### config.mk
export PLATFORM = sky130hd
export DESIGN_NAME = spi_um_engine
export DESIGN_NICKNAME = d
export VERILOG_FILES = /design/src/rtl/spi_um_pkg.sv /design/src/rtl/spi_um_regs.sv /design/src/rtl/spi_um_cs.sv /design/src/rtl/spi_um_shift.sv /design/src/rtl/spi_um_engine.sv
export SDC_FILE = /design/constraint.sdc
export NUM_CORES = 1
export LEC_CHECK = 0
export BUFFER_PORTS_ARGS = -buffer_cell sky130_fd_sc_hd__buf_4
export CAP_MARGIN = 20
export CORE_UTILIZATION = 55
export DETAILED_ROUTE_END_ITERATION = 10
export GPL_ROUTABILITY_DRIVEN = 0
export GPL_TIMING_DRIVEN = 0
export HOLD_SLACK_MARGIN = 0.1
export PLACE_DENSITY = 0.75
export SYNTH_ARGS = -nofsm -noshare
export SYNTH_HDL_FRONTEND = slang
export SYNTH_SLANG_ARGS = --single-unit
### constraint.sdc
create_clock -name clk_i -period 3.31 [get_ports clk_i]
set_input_delay 0.1655 -clock clk_i [delete_from_list [all_inputs] [get_ports clk_i]]
set_output_delay 0.1655 -clock clk_i [all_outputs]
set_load 0.02 [all_outputs]
### src/rtl/spi_um_pkg.sv
package spi_um_pkg;
  localparam int DIV_W = 4;
  localparam int GAP_W = 4;

  typedef enum logic [1:0] {
    MODE_NORMAL = 2'd0,
    MODE_FREAD  = 2'd1,
    MODE_WRITE  = 2'd2,
    MODE_USER   = 2'd3
  } cmd_mode_e;

  typedef enum logic [1:0] {
    ST_IDLE,
    ST_WAIT,
    ST_SHIFT,
    ST_DONE
  } host_st_e;

  typedef struct packed {
    logic [GAP_W-1:0] gap;
    logic [DIV_W-1:0] div;
    logic             lsb;
    logic             cpol;
    logic             stop;
    cmd_mode_e        mode;
  } ctrl_t;
endpackage

### src/rtl/spi_um_regs.sv
module spi_um_regs
  import spi_um_pkg::*;
#(
  parameter int DW       = 32,
  parameter int WE_BASE  = 16,
  parameter int CHIP_IDX = 0
) (
  input  logic          clk_i,
  input  logic          rst_ni,
  input  logic          wr_en_i,
  input  logic          sel_ctrl_i,
  input  logic [DW-1:0] wdata_i,
  output logic [DW-1:0] rdata_o,
  output ctrl_t         ctrl_o,
  output logic          we_bit_o
);
  localparam int WE_POS = WE_BASE + CHIP_IDX;
  localparam logic [DW-1:0] CTRL_RST = DW'(32'h4);

  logic [DW-1:0] cfg_q, ctl_q;

  always_ff @(posedge clk_i or negedge rst_ni) begin
    if (!rst_ni) begin
      cfg_q <= '0;
      ctl_q <= CTRL_RST;
    end else if (wr_en_i) begin
      if (sel_ctrl_i) ctl_q <= wdata_i;
      else            cfg_q <= wdata_i;
    end
  end

  always_comb begin
    ctrl_o.mode = cmd_mode_e'(ctl_q[1:0]);
    ctrl_o.stop = ctl_q[2];
    ctrl_o.cpol = ctl_q[4];
    ctrl_o.lsb  = ctl_q[5];
    ctrl_o.div  = ctl_q[8 +: DIV_W];
    ctrl_o.gap  = ctl_q[24 +: GAP_W];
  end

  assign we_bit_o = cfg_q[WE_POS];
  assign rdata_o  = sel_ctrl_i ? ctl_q : cfg_q;
endmodule

### src/rtl/spi_um_cs.sv
module spi_um_cs #(
  parameter int GAP_W = 4
) (
  input  logic             clk_i,
  input  logic             rst_ni,
  input  logic             open_i,
  input  logic [GAP_W-1:0] gap_field_i,
  output logic             cs_no
);
  logic [GAP_W-1:0] gap_q;
  logic             low_q;
  logic             cs_low;

  // field F gives 16-F high cycles: count ~F after the first high cycle
  assign cs_low = open_i && (gap_q == '0);
  assign cs_no  = !cs_low;

  always_ff @(posedge clk_i or negedge rst_ni) begin
    if (!rst_ni) begin
      gap_q <= '0;
      low_q <= 1'b0;
    end else begin
      low_q <= cs_low;
      if (low_q && !cs_low)  gap_q <= ~gap_field_i;
      else if (gap_q != '0)  gap_q <= gap_q - 1'b1;
    end
  end

  assert_cs_gap_R3: assert property (@(posedge clk_i) disable iff (!rst_ni)
    (low_q && cs_no && gap_field_i != '1) |=> cs_no);
endmodule

### src/rtl/spi_um_shift.sv
module spi_um_shift #(
  parameter int DW    = 32,
  parameter int DIV_W = 4,
  localparam int NB   = DW / 8,
  localparam int BC_W = (NB > 1) ? $clog2(NB) : 1
) (
  input  logic             clk_i,
  input  logic             rst_ni,
  input  logic             start_i,
  input  logic             rd_i,
  input  logic             lsb_i,
  input  logic [DIV_W-1:0] div_i,
  input  logic [BC_W-1:0]  nb_m1_i,
  input  logic [DW-1:0]    tx_i,
  input  logic             miso_i,
  output logic             busy_o,
  output logic             done_o,
  output logic             phase_o,
  output logic             mosi_o,
  output logic [DW-1:0]    rx_o
);
  logic             busy_q, half_q, done_q, rd_q, lsb_q;
  logic [DIV_W-1:0] div_q, div_cnt;
  logic [2:0]       bit_cnt;
  logic [BC_W-1:0]  byte_cnt, last_q;
  logic [7:0]       rx_byte, tx_byte;
  logic [DW-1:0]    tx_q, rx_q;
  logic [2:0]       bit_idx;

  always_ff @(posedge clk_i or negedge rst_ni) begin
    if (!rst_ni) begin
      busy_q <= 1'b0; half_q <= 1'b0; done_q <= 1'b0;
      rd_q <= 1'b0; lsb_q <= 1'b0; div_q <= '0; div_cnt <= '0;
      bit_cnt <= '0; byte_cnt <= '0; last_q <= '0;
      rx_byte <= '0; tx_q <= '0; rx_q <= '0;
    end else begin
      done_q <= 1'b0;
      if (start_i) begin
        busy_q <= 1'b1; half_q <= 1'b0;
        div_q <= div_i; div_cnt <= div_i;
        bit_cnt <= '0; byte_cnt <= '0; last_q <= nb_m1_i;
        tx_q <= tx_i; rx_q <= '0; rd_q <= rd_i; lsb_q <= lsb_i;
      end else if (busy_q) begin
        if (div_cnt != '0) begin
          div_cnt <= div_cnt - 1'b1;
        end else begin
          div_cnt <= div_q;
          if (!half_q) begin
            half_q  <= 1'b1;
            rx_byte <= lsb_q ? {miso_i, rx_byte[7:1]} : {rx_byte[6:0], miso_i};
          end else begin
            half_q  <= 1'b0;
            bit_cnt <= bit_cnt + 1'b1;
            if (bit_cnt == 3'd7) begin
              rx_q[{byte_cnt, 3'b000} +: 8] <= rx_byte;
              if (byte_cnt == last_q) begin
                busy_q <= 1'b0;
                done_q <= 1'b1;
              end else begin
                byte_cnt <= byte_cnt + 1'b1;
              end
            end
          end
        end
      end
    end
  end

  assign tx_byte = tx_q[{byte_cnt, 3'b000} +: 8];
  assign bit_idx = lsb_q ? bit_cnt : ~bit_cnt;
  assign mosi_o  = busy_q && !rd_q && tx_byte[bit_idx];
  assign busy_o  = busy_q;
  assign done_o  = done_q;
  assign phase_o = half_q;
  assign rx_o    = rx_q;

  assert_half_hold_R9: assert property (@(posedge clk_i) disable iff (!rst_ni)
    (busy_q && !start_i && div_cnt != '0) |=> $stable(half_q));
endmodule

### src/rtl/spi_um_engine.sv
module spi_um_engine
  import spi_um_pkg::*;
#(
  parameter int DW       = 32,
  parameter int WE_BASE  = 16,
  parameter int CHIP_IDX = 0,
  localparam int NB      = DW / 8,
  localparam int BC_W    = (NB > 1) ? $clog2(NB) : 1
) (
  input  logic          clk_i,
  input  logic          rst_ni,
  input  logic          req_i,
  input  logic          we_i,
  input  logic          win_i,
  input  logic          reg_sel_i,
  input  logic [1:0]    size_i,
  input  logic [DW-1:0] wdata_i,
  output logic [DW-1:0] rdata_o,
  output logic          ready_o,
  output logic          sclk_o,
  output logic          cs_no,
  output logic          mosi_o,
  input  logic          miso_i
);
  host_st_e      state_q, state_d;
  ctrl_t         ctrl;
  logic          we_bit, open, imm_ack, go, start;
  logic          sh_busy, sh_done, sh_phase;
  logic [DW-1:0] reg_rdata, rx_word;
  logic [BC_W-1:0] nb_m1;

  assign open    = (ctrl.mode == MODE_USER) && !ctrl.stop;
  assign imm_ack = (state_q == ST_IDLE) && req_i &&
                   (!win_i || !open || (we_i && !we_bit));
  assign go      = (state_q == ST_IDLE) && req_i && win_i && open && !(we_i && !we_bit);
  assign start   = (state_q == ST_WAIT) && !cs_no;
  assign nb_m1   = BC_W'((3'd1 << size_i) - 3'd1);

  always_comb begin
    state_d = state_q;
    unique case (state_q)
      ST_IDLE:  if (go) state_d = ST_WAIT;
      ST_WAIT:  if (start) state_d = ST_SHIFT;
      ST_SHIFT: if (sh_done) state_d = ST_DONE;
      ST_DONE:  state_d = ST_IDLE;
      default:  state_d = ST_IDLE;
    endcase
  end

  always_ff @(posedge clk_i or negedge rst_ni) begin
    if (!rst_ni) state_q <= ST_IDLE;
    else         state_q <= state_d;
  end

  spi_um_regs #(.DW(DW), .WE_BASE(WE_BASE), .CHIP_IDX(CHIP_IDX)) u_regs (
    .clk_i, .rst_ni,
    .wr_en_i    (imm_ack && !win_i && we_i),
    .sel_ctrl_i (reg_sel_i),
    .wdata_i,
    .rdata_o    (reg_rdata),
    .ctrl_o     (ctrl),
    .we_bit_o   (we_bit)
  );

  spi_um_cs #(.GAP_W(GAP_W)) u_cs (
    .clk_i, .rst_ni,
    .open_i      (open),
    .gap_field_i (ctrl.gap),
    .cs_no       (cs_no)
  );

  spi_um_shift #(.DW(DW), .DIV_W(DIV_W)) u_shift (
    .clk_i, .rst_ni,
    .start_i (start),
    .rd_i    (!we_i),
    .lsb_i   (ctrl.lsb),
    .div_i   (ctrl.div),
    .nb_m1_i (nb_m1),
    .tx_i    (wdata_i),
    .miso_i,
    .busy_o  (sh_busy),
    .done_o  (sh_done),
    .phase_o (sh_phase),
    .mosi_o  (mosi_o),
    .rx_o    (rx_word)
  );

  assign ready_o = imm_ack || (state_q == ST_DONE);
  assign rdata_o = !win_i ? reg_rdata : ((state_q == ST_DONE) ? rx_word : '0);
  assign sclk_o  = sh_busy ? sh_phase : ctrl.cpol;

  assert_shift_in_frame_R2: assert property (@(posedge clk_i) disable iff (!rst_ni)
    sh_busy |-> !cs_no);
  assert_busy_no_ready_R10: assert property (@(posedge clk_i) disable iff (!rst_ni)
    sh_busy |-> !ready_o);
  assert_drop_write_R6: assert property (@(posedge clk_i) disable iff (!rst_ni)
    ((state_q == ST_IDLE) && req_i && win_i && we_i && open && !we_bit)
      |=> (state_q == ST_IDLE) && !sh_busy);
endmodule

After elaboration in Yosys (flattened, before gate mapping) --
Index checks and enable logic that the tools add are counted.
Word-level totals: register bits after elaboration 163, bits of input ports 41, output and inout bits 36, logic and storage cells 136
Operators by class: $add $sub $neg 6, magnitude comparators 1, equality and inequality tests 11, shifts and indexed selects 4, mux-type cells 49, bitwise logic cells 6, reduce and logical (&&, ||, !) cells 41
Operators by type and width (number):
- 32-bit two-way mux | 8
- 32-bit bitwise mux | 1
- 8-bit by 7-bit variable shift with 32-bit output (first input constant) | 1
- 32-bit by 6-bit indexed part select with 8-bit output | 1
- 8-bit by 7-bit indexed part select with 32-bit output | 1
- 4-bit two-way mux | 5
- 1-bit two-way mux | 18
- 2-bit two-way mux | 9
- 3-bit two-way mux | 5
- 1-bit logical AND | 14
- 1-bit zero test | 8
- 8-bit two-way mux | 1
- 2-bit != test (second input constant) | 4
- 2-bit case mux with 4 select lines | 1
- 4-bit AND reduction | 2
- 2-bit nonzero test | 4
- 4-bit nonzero test | 2
- 4-bit by 1-bit subtractor with 4-bit output (second input constant) | 2
- 5-bit negation with 7-bit output | 1
- 2-bit equality test (second input constant) | 3
- 2-bit AND reduction | 3
- 3-bit AND reduction | 2
- 5-bit AND reduction | 1
- 4-bit zero test | 1
- 15 further kinds | 20

Longest topological paths before layout --
depth in word-level cells 9, gate-level depth with buffers 9, depth with buffers taken out 7

Cells and area by module --
From an unflattened synthesis, not the netlist that was laid out.
Unflattened totals: cell total of the unflattened synthesis 700, area, all modules 8109.0 um^2
By module, submodules not included:
- spi_um_shift | times used 1, cells each 355, area an instance 4259.1 um^2, sequential area each 2302.2 um^2
- spi_um_regs | times used 1, cells each 186, area an instance 2875.3 um^2, sequential area each 1602.8 um^2
- spi_um_engine | times used 1, cells each 132, area an instance 678.2 um^2, sequential area each 50.0 um^2
- spi_um_cs | times used 1, cells each 27, area an instance 296.5 um^2, sequential area each 125.1 um^2

Worst setup path after synthesis --
No wires, ideal clock.
kind reg2out, from reg u_shift.byte_cnt[0], to out mosi_o, arrival time 1897 ps, data required time 3144 ps, setup slack 1248 ps, cell stages (with the launch flop) 8, path buffers 2, cell sequence dfrtp_1 > buf_4 > buf_12 > mux4_2 > nand2_1 > a31oi_1 > nor2_1 > a2111oi_2
On the way: word-level cells in the longest chain between the ends 4
Ends and longest elaborated chain:
- start: declaration | line spi_um_shift.sv:25 | logic [BC_W-1:0] byte_cnt, last_q;
- start signal: assignment | line spi_um_shift.sv:60 | byte_cnt <= byte_cnt + 1'b1;
- 32-bit by 6-bit indexed part select with 8-bit output | line spi_um_shift.sv:69 | assign tx_byte = tx_q[{byte_cnt, 3'b000} +: 8];
- 1-bit binary-select mux with 3-bit select | line spi_um_shift.sv:71 | assign mosi_o = busy_q && !rd_q && tx_byte[bit_idx];
- 1-bit two-way mux (not written as such) | line spi_um_shift.sv:71
- 1-bit logical AND | line spi_um_shift.sv:71
- end: declaration | line spi_um_engine.sv:22 | output logic mosi_o,
No other way between the ends. The select of a mux whose other input is x is not followed.

Worst setup path in the final report --
Same ends and word-level chain as after synthesis.

==> results.yml <==
layout:
  instances_no_fill: 1040
  drive_above_1_share: 0.220
  num_antenna_cells: 0
  fin_nets: 905
  fin_area_um2: 9530
  area_delta_synth_final_pct: 22.2
  utilization: 0.689
yosys:
  netlist.area_leader.share: 0.520
  synth_most_common_cell: "nand2_1"
  yosys_warnings: 0
  synth-simple-area-share: 0.140
  synth_compound_area_frac: 0.0941
  synth_area_leader_cell: "dfrtp_1"
  netlist_area_um2: 7790
  synthMuxAreaShare: 0.175
  synth_edf_count: 0
  synth_fp_nets: 774
  synthCells: 719
  synth_top_family_by_area: "multiplexers"
  synth.area.top_cells: "dfrtp_1 52%, nand2_1 8.2%, mux2_2 7.2%"
  synth_seq_cells: 163
  synth_cell_types: 54
  synth_area_per_cell_um2: 10.8
  synthArstFlopShare: 1.00
  synthAdderAreaFrac: 0.0225
  synth_common_cells: "171 x nand2_1, 162 x dfrtp_1, 50 x mux2_2"
  ys.flop_type: "dfrtp_1"
  ys_seq_area_frac: 0.524
  yosys.area_share.xor_xnor: 0.00674
floorplanning:
  placementRows: 43
  die_h_um: 121
  core_area_um2: 13800
  die_area_um2: 14600
  dieWidth_um: 121
  initial_core_util: 0.564
  io_pins: 77
global_route:
  grt_start_max_net_pins: 104
  grt_overflow: 0
  grt.total_usage: 0.301
  antenna_found_initial: 0
  grt_pass1_wl_um: 32600
  grt_pass1_vias: 6249
routing:
  drt_first_pass_iters: 7
  via_count: 6095
  antenna_left: 0
  post_drt_wl_per_cell_um: 19.4
  wirelength_um: 20200
  vias_per_cell: 5.86
  first_iter_violations: 485
  drc: 0
critical_path:
  path_buf_inv: 3
  worstReg2RegStart: "u_shift.byte_cnt[1]$_DFFE_PN0P_"
  path_max_fanout: 10
  start_kind: "register"
  path_class: "register to output pin"
  crit_start: "u_shift.byte_cnt[0]$_DFFE_PN0P_"
  crit_arrival_ps: 2520
  crit_family: "compound AO/OA/AOI/OAI gates"
  cp-end-kind: "output pin"
  path_cells: "buf_4 > buf_12 > mux4_2 > nand2_1 > a31oi_1 > nor2_1 > a2111oi_2 > buf_4"
  cp_slowest_cell: "a2111oi_2"
  critPathMaxStageDelay_ps: 440
  rr_endpoint: "u_shift.rx_o[6]$_DFFE_PN0P_"
  regToRegSetupSlack_ps: 950
  crit_end: "mosi_o"
  r2r_cells: 8
  crit_required_ps: 3140
  cpMostUsedCell: "buf_4"
  cp_num_cells: 8
power:
  ir_drop_uv: 360
  power_density_nw_per_um2: 448
  p_leak_nw: 4.59
clock_tree:
  cts_setup_buffers: 0
  clkSinkCount: 163
  clk_latency_ps: 430
  h-tree-depth: 4
  cts_root_buf: "clkbuf_16"
  path_clk_slew_ps: 60
  cts_tree: "done"
  cts_buffer_depth: 2
  cts_buffers: 17
placed_design:
  post-place-cells: 974
  placed_area_um2: 8600
  dp_hpwl_um: 14400
  io_buffer_count: 74
sta:
  finalSetupViolCount: 0
  grt_setup_unrepaired: "no"
  finClkSkew_ps: 8.11
  worstMarginPinSlew_ps: 911
  max_slew_margin: 0.393
  final.min_clock_period_ps: 2680
  drv_slew: 0
  finalHoldViolCount: 0
  finalCritPeriodShare: 0.810
  tns_ps: 0
  max_freq_mhz: 373
flow_run:
  maxCapViolations: 0
outcome:
  status: "finished, final reports clean"
hold_path:
  worstHoldPathType: "primary input to asynchronous set/reset pin"
==> routing by layer <==
layer	routed length, um	global-route usage
met1	8610	0.387
met2	9620	0.478
met3	1260	0.0728
met4	673	0.148
met5	0	0
==> worst min-delay path by stage <==
stage                                         end  cells after the start
detailed placement    u_regs.cfg_q[3]$_DFFE_PN0P_                      1
finish                u_regs.cfg_q[3]$_DFFE_PN0P_                      2
global route               state_q[1]$_DFFE_PN0P_                      5
global placement    u_shift.last_q[1]$_DFFE_PN0P_                      3
floorplan                  state_q[0]$_DFFE_PN0P_                      0
CTS                        state_q[1]$_DFFE_PN0P_                      5
==> stage by stage <==
| stage | setup WS (ps) | hold slack, ps | total power [mW] |
|---|---|---|---|
| 2_1_floorplan | 1250 | -130 | 2.24 |
| 3_3_place_gp | 1080 | 370 | 2.36 |
| 3_5_place_dp | 994 | 180 | 2.39 |
| 4_1_cts | 688 | 258 | 4.29 |
| 5_1_grt | 532 | 293 | 4.42 |
| 6_report | 629 | 279 | 4.27 |
==> flip-flops by register name, indices dropped and copies added, names as in the netlist <==
signal	flops
u_shift.byte_cnt	2
u_shift.rx_byte	8
u_shift.done_o	1
u_regs.cfg_q	32
u_shift.tx_q	32
state_q	2
u_shift.rd_q	1
u_shift.busy_o	1
u_cs.gap_q	4
u_cs.low_q	1
u_shift.rx_o	32
u_shift.div_q	4
u_shift.div_cnt	4
u_shift.lsb_q	1
u_shift.phase_o	1
u_shift.last_q	2
u_regs.ctl_q	32
u_shift.bit_cnt	3
==> power by group <==
group	total (mW)	internal, mW	switching [mW]
clock network	1.88	1.14	0.746
logic	0.318	0.148	0.170
registers	2.07	2.03	0.0338
==> logic make-up after synthesis <==
| kind of cell | after synthesis |
|---|---|
| adder cells (fa/ha/maj) | 14 |
| AO/OA/AOI/OAI | 116 |
| multiplexers | 118 |
| flip-flops | 163 |
| buffers and inverters | 61 |
| AND/OR/NAND/NOR | 241 |
| XOR/XNOR | 6 |
==> cell type report <==
type	instances	area [um^2]
Buffer	45	240
Sequential cell	163	4080
Timing Repair Buffer	112	957
Inverter	16	60.1
Multi-Input combinational cell	495	3410
Tap cell	180	225
Clock inverter	5	78.8
Clock buffer	24	472
Fill cell	1012	4300
==> repair_timing <==
item / CTS / global route
hold endpoints to repair: 161 / 0
hold buffers: 37 / 0
resized for setup: 0 / 0
==> cells in the final DEF, fill, tap and decap left out, types with 16 or more instances in the layout <==
cell           instances
clkbuf_1              25
inv_1                 16
o21ai_0               49
nand2_1              171
clkbuf_16             17
a21oi_1               23
dlygate4sd3_1         37
nor2_1                27
mux2_2                50
buf_4                 75
dfrtp_1              162
a22o_1                24
mux2i_1               46
Note: power is estimated with default switching activity, not from simulation.
